File: src/rtl/mpg_pkg.sv
// Package: mpg_pkg
// Shared helpers for the multiphase ring. It holds the rule that sets how
// many bits of the ring start high.
package mpg_pkg;

    // Number of ones preloaded into a ring of the given width (floor of half).
    function automatic int unsigned ones_for(input int unsigned taps);
        return taps / 2;
    endfunction

endpackage

File: src/rtl/mpg_seed.sv
// Module: mpg_seed
// Builds the constant start pattern of the ring: ones in the lowest
// floor(TAPS/2) positions and zeros above. Purely combinational and constant
// for a given TAPS. Assumes TAPS >= 2.
module mpg_seed #(
    parameter int unsigned TAPS = 10
) (
    output logic [TAPS-1:0] seed
);
    import mpg_pkg::*;

    localparam int unsigned ONES = ones_for(TAPS);

    // One constant driver per position: high below the run boundary.
    for (genvar i = 0; i < TAPS; i++) begin : g_seed
        assign seed[i] = (i < ONES) ? 1'b1 : 1'b0;
    end

endmodule

File: src/rtl/mpg_cell.sv
// Module: mpg_cell
// One stage of the ring. A synchronous active-low reset loads its seed bit.
// A high enable copies the upstream stage. A low enable holds the value.
// Assumes all stages share clk, rst_n and en.
module mpg_cell (
    input  logic clk,
    input  logic rst_n,
    input  logic en,
    input  logic seed_bit,
    input  logic prev_bit,
    output logic q
);

    // Stage register: reset first, then shift or hold.
    always_ff @(posedge clk) begin
        if (!rst_n) begin
            q <= seed_bit;
        end else if (en) begin
            q <= prev_bit;
        end
    end


    hold_when_idle_chk: assert property (@(posedge clk) disable iff (!rst_n)
        (rst_n && !en) |=> $stable(q));

endmodule

File: src/rtl/multiphase_gen.sv
// Module: multiphase_gen
// A TAPS-bit circular register whose bits are evenly phased square waves.
// On reset the low half is loaded with ones. Each enabled cycle then moves
// every bit one place toward higher indices, and the top bit wraps to bit 0.
// Assumes step_en is a single-cycle tick in the clk domain and TAPS >= 2.
module multiphase_gen #(
    parameter int unsigned TAPS = 10
) (
    input  logic            clk,
    input  logic            rst_n,
    input  logic            step_en,
    output logic [TAPS-1:0] phase_out
);
    import mpg_pkg::*;

    localparam int unsigned ONES = ones_for(TAPS);

    logic [TAPS-1:0] seed_vec;
    logic [TAPS-1:0] ring_q;

    // Constant start pattern.
    mpg_seed #(.TAPS(TAPS)) u_seed (
        .seed (seed_vec)
    );

    // Ring of stages; stage 0 takes its input from the top stage.
    for (genvar k = 0; k < TAPS; k++) begin : g_ring
        if (k == 0) begin : g_wrap
            mpg_cell u_cell (
                .clk      (clk),
                .rst_n    (rst_n),
                .en       (step_en),
                .seed_bit (seed_vec[0]),
                .prev_bit (ring_q[TAPS-1]),
                .q        (ring_q[0])
            );
        end else begin : g_link
            mpg_cell u_cell (
                .clk      (clk),
                .rst_n    (rst_n),
                .en       (step_en),
                .seed_bit (seed_vec[k]),
                .prev_bit (ring_q[k-1]),
                .q        (ring_q[k])
            );
        end
    end

    assign phase_out = ring_q;


    reset_load_chk: assert property (@(posedge clk)
        (!rst_n) |=> (phase_out == seed_vec));


    rotate_step_chk: assert property (@(posedge clk) disable iff (!rst_n)
        (rst_n && step_en) |=>
            (phase_out == {$past(phase_out[TAPS-2:0]), $past(phase_out[TAPS-1])}));


    ones_count_chk: assert property (@(posedge clk) disable iff (!rst_n)
        $countones(phase_out) == ONES);

endmodule

File: config.mk
export PLATFORM = sky130hd
export DESIGN_NAME = multiphase_gen
export DESIGN_NICKNAME = d
export VERILOG_FILES = /design/src/rtl/mpg_pkg.sv /design/src/rtl/mpg_seed.sv /design/src/rtl/mpg_cell.sv /design/src/rtl/multiphase_gen.sv
export SDC_FILE = /design/constraint.sdc
export NUM_CORES = 1
export LEC_CHECK = 0
export BUFFER_PORTS_ARGS = -buffer_cell sky130_fd_sc_hd__buf_2
export CORE_AREA = 2 2 39 41
export CTS_BUF_LIST = sky130_fd_sc_hd__clkbuf_4
export DETAILED_ROUTE_END_ITERATION = 16
export DIE_AREA = 0 0 41 43
export GPL_ROUTABILITY_DRIVEN = 0
export PLACE_DENSITY_LB_ADDON = 0.12
export SYNTH_ARGS = -nofsm -noshare
export SYNTH_HDL_FRONTEND = slang
export SYNTH_SLANG_ARGS = --single-unit
File: constraint.sdc
create_clock -name clk -period 1.7 [get_ports clk]
set_input_delay 0.085 -clock clk [delete_from_list [all_inputs] [get_ports clk]]
set_output_delay 0.085 -clock clk [all_outputs]
set_load 0.01 [all_outputs]
==> results.md <==
* Drt initial violations at 0
* H-tree depth at 1
* Crit path DAT at roughly 0.74 ns
* Setup ws final at between 0.8 and 0.9 ns
* CTS Hold Bufs at 0
* Cells after synthesis at 42
* CP cell instances: buf_2
* Vias in the first global route at 246
* Largest net degree at the start of global routing at 11
* Slew headroom at between 80% and 90%
* Worst R2R Path Depth at 2
* RSZ-0062 raised after global routing: false
* # diodes at 0
* CTS tree: done
* Outcome: completed
* Post-CTS Resized at 0
* Initial antenna violation count at 0
* Kind of critical path: reg -> out
* DR pass1 iterations at 1
* Area after DPL at 430 µm²
* Grt ovf at 0
* Worst path top cell family by delay: flip-flops
* Die area at around 1800 µm²
* Fin area at ~450 µm²
* CP Launch Type: flop
* Pins Over Slew Limit at 0
* Post-Route Utilization at ~33%
* Post-route clock period utilization at 48.6%
* Max cap viols at 0
* CTS buffer count at 3
* Power density of the placed cells at 954 nW/µm²
* Via density at 4.20
* Clk pin slew, worst setup/hold paths at 0.06 ns
* Port Buffer Count at 12
* Hold Crit Class: in -> reg
* Worst Clk Skew at 0.000532 ns
* Final nets at 50
* Total number of vias at about 260
* Mean post-synth cell area at between 10 and 15 µm²
* Endpoints failing setup at 0
* Die width at 41 µm
* Fin Setup TNS at 0 ns
* Dpl cells at 58
* First-pass GRT wire length at between 900 and 1000 µm
* Core ar. at ~1400 µm²
* Yosys top cell by area: dfxtp_1
* CTS Root Cell: clkbuf_4
* Rows at 14
* CTS sink count at 10
* Fmax at 1.21 GHz
* I/O pin cnt at 13
* Skew-Pair Late Insertion Delay at approximately 0.25 ns
* Cell variety after synth at 7
* Maximum vdd drop at between 0.0002 and 0.00025 V
* Final wirelength at between 600 and 700 µm
* Area of the mapped netlist at 440 µm²
* Critical path endpoint: phase_out[1]
* Data required, critical path at 1.62 ns
* Average wire per standard cell at 9.89 µm
* Synth area leaders: dfxtp_1 45%, mux2i_1 23%, buf_4 17%
* Crit-path max cell delay at 0.35 ns
* Setup crit end kind: output pin
* R2R Setup Slk at 1.07 ns
* Buf+Inv Stages, Crit Path at 1
* Seq/Total Area, Yosys at 45.5%
* Synth warn at 0
* Synth Net Count at 45
* Flops & latches, synth at 10
* Min cycle time layout at 0.826 ns
* Area grow syn2layout at 2.84%
* Commonest non-fill, non-tap cell in the layout: buf_2
* CP Depth at 1
* Post-CTS setup buffer count at 0
* Post-Place Setup Slack at 0.936 ns
* Slowest cell on crit path: dfxtp_1
* Max Fanout on Critical Path at 3
* Total GRT Usage at 8.47%
* Share of the synthesized area in the top cell type at 45.5%
* Commonest cells after routing, fill and taps aside: 12 x buf_2, 10 x mux2i_1, 10 x dfxtp_1
* Die Ht at 43 µm
* Drt drc at 0
* Post-route antenna net violation count at 0
* Power, Total at between 0.4 and 0.5 mW
* P_leak at 0.214 nW
* Layout cell share with drive strength beyond 1 at 33.3%
* WHS at between 0.08 and 0.09 ns
* DP HPWL at 455 µm
* Max Buffers Root-to-Sink at 2
* Crit path from: g_ring[1].g_link.u_cell.q
* Reg2reg start: g_ring[1].g_link.u_cell.q
* Post-route insts no fill at 61
* Critical R2R Capture: g_ring[2].g_link.u_cell.q
* Initial Utilization at about a third
* Least-Margin Pin Slew at 0.283 ns
* Final hold vios at 0
flip-flops by register name, summed over array words and instances, names as in the netlist:
register,flops
g_ring.g_wrap.u_cell.q,1
g_ring.g_link.u_cell.q,9
cells in the mapped netlist, drive strengths merged:
library cell	instances
buf	12
dfxtp	10
mux2i	10
nand2	5
nor2b	5
layer usage:
| metal | global-route usage, % | part of all wire (%) | wire length [µm] | up-vias |
|---|---|---|---|---|
| li1 | - | - | - | 130 |
| met3 | 3.14 | 10 | 61 | 0 |
| met5 | 0 | 0 | 0 | - |
| met2 | 11.9 | 43 | 261 | 9 |
| met4 | 6.00 | 0 | 0 | 0 |
| met1 | 10.1 | 47 | 281 | 117 |
layout make-up:
class                   count  area (µm²)
fillers                   150         931
multi-input cells          20         150
repair buffers             12        60.1
well taps                  16        20.0
clock buffers               3        22.5
flip-flops and latches     10         200
logic make-up after synthesis:
family | count (synthesis) | synth area share, %
buf+inv | 12 | 20.5
simple gates | 10 | 11.4
mux | 10 | 22.7
flops | 10 | 45.5
power breakdown:
part           total (mW)  switching (mW)  internal (mW)
registers           0.248         0.00544          0.243
logic              0.0372          0.0190         0.0183
clock network       0.147          0.0656         0.0809
total               0.432          0.0901          0.342
worst min path at each step:
| stage | depth (start not counted) | to | startpoint |
|---|---|---|---|
| floorplan | 2 | g_ring[0].g_wrap.u_cell.q | rst_n |
| global route | 2 | g_ring[3].g_link.u_cell.q | rst_n |
| CTS | 2 | g_ring[0].g_wrap.u_cell.q | rst_n |
| finish | 2 | g_ring[0].g_wrap.u_cell.q | rst_n |
| global placement | 2 | g_ring[2].g_link.u_cell.q | rst_n |
| detailed placement | 2 | g_ring[0].g_wrap.u_cell.q | rst_n |
Power figures use the tool's default switching activity.
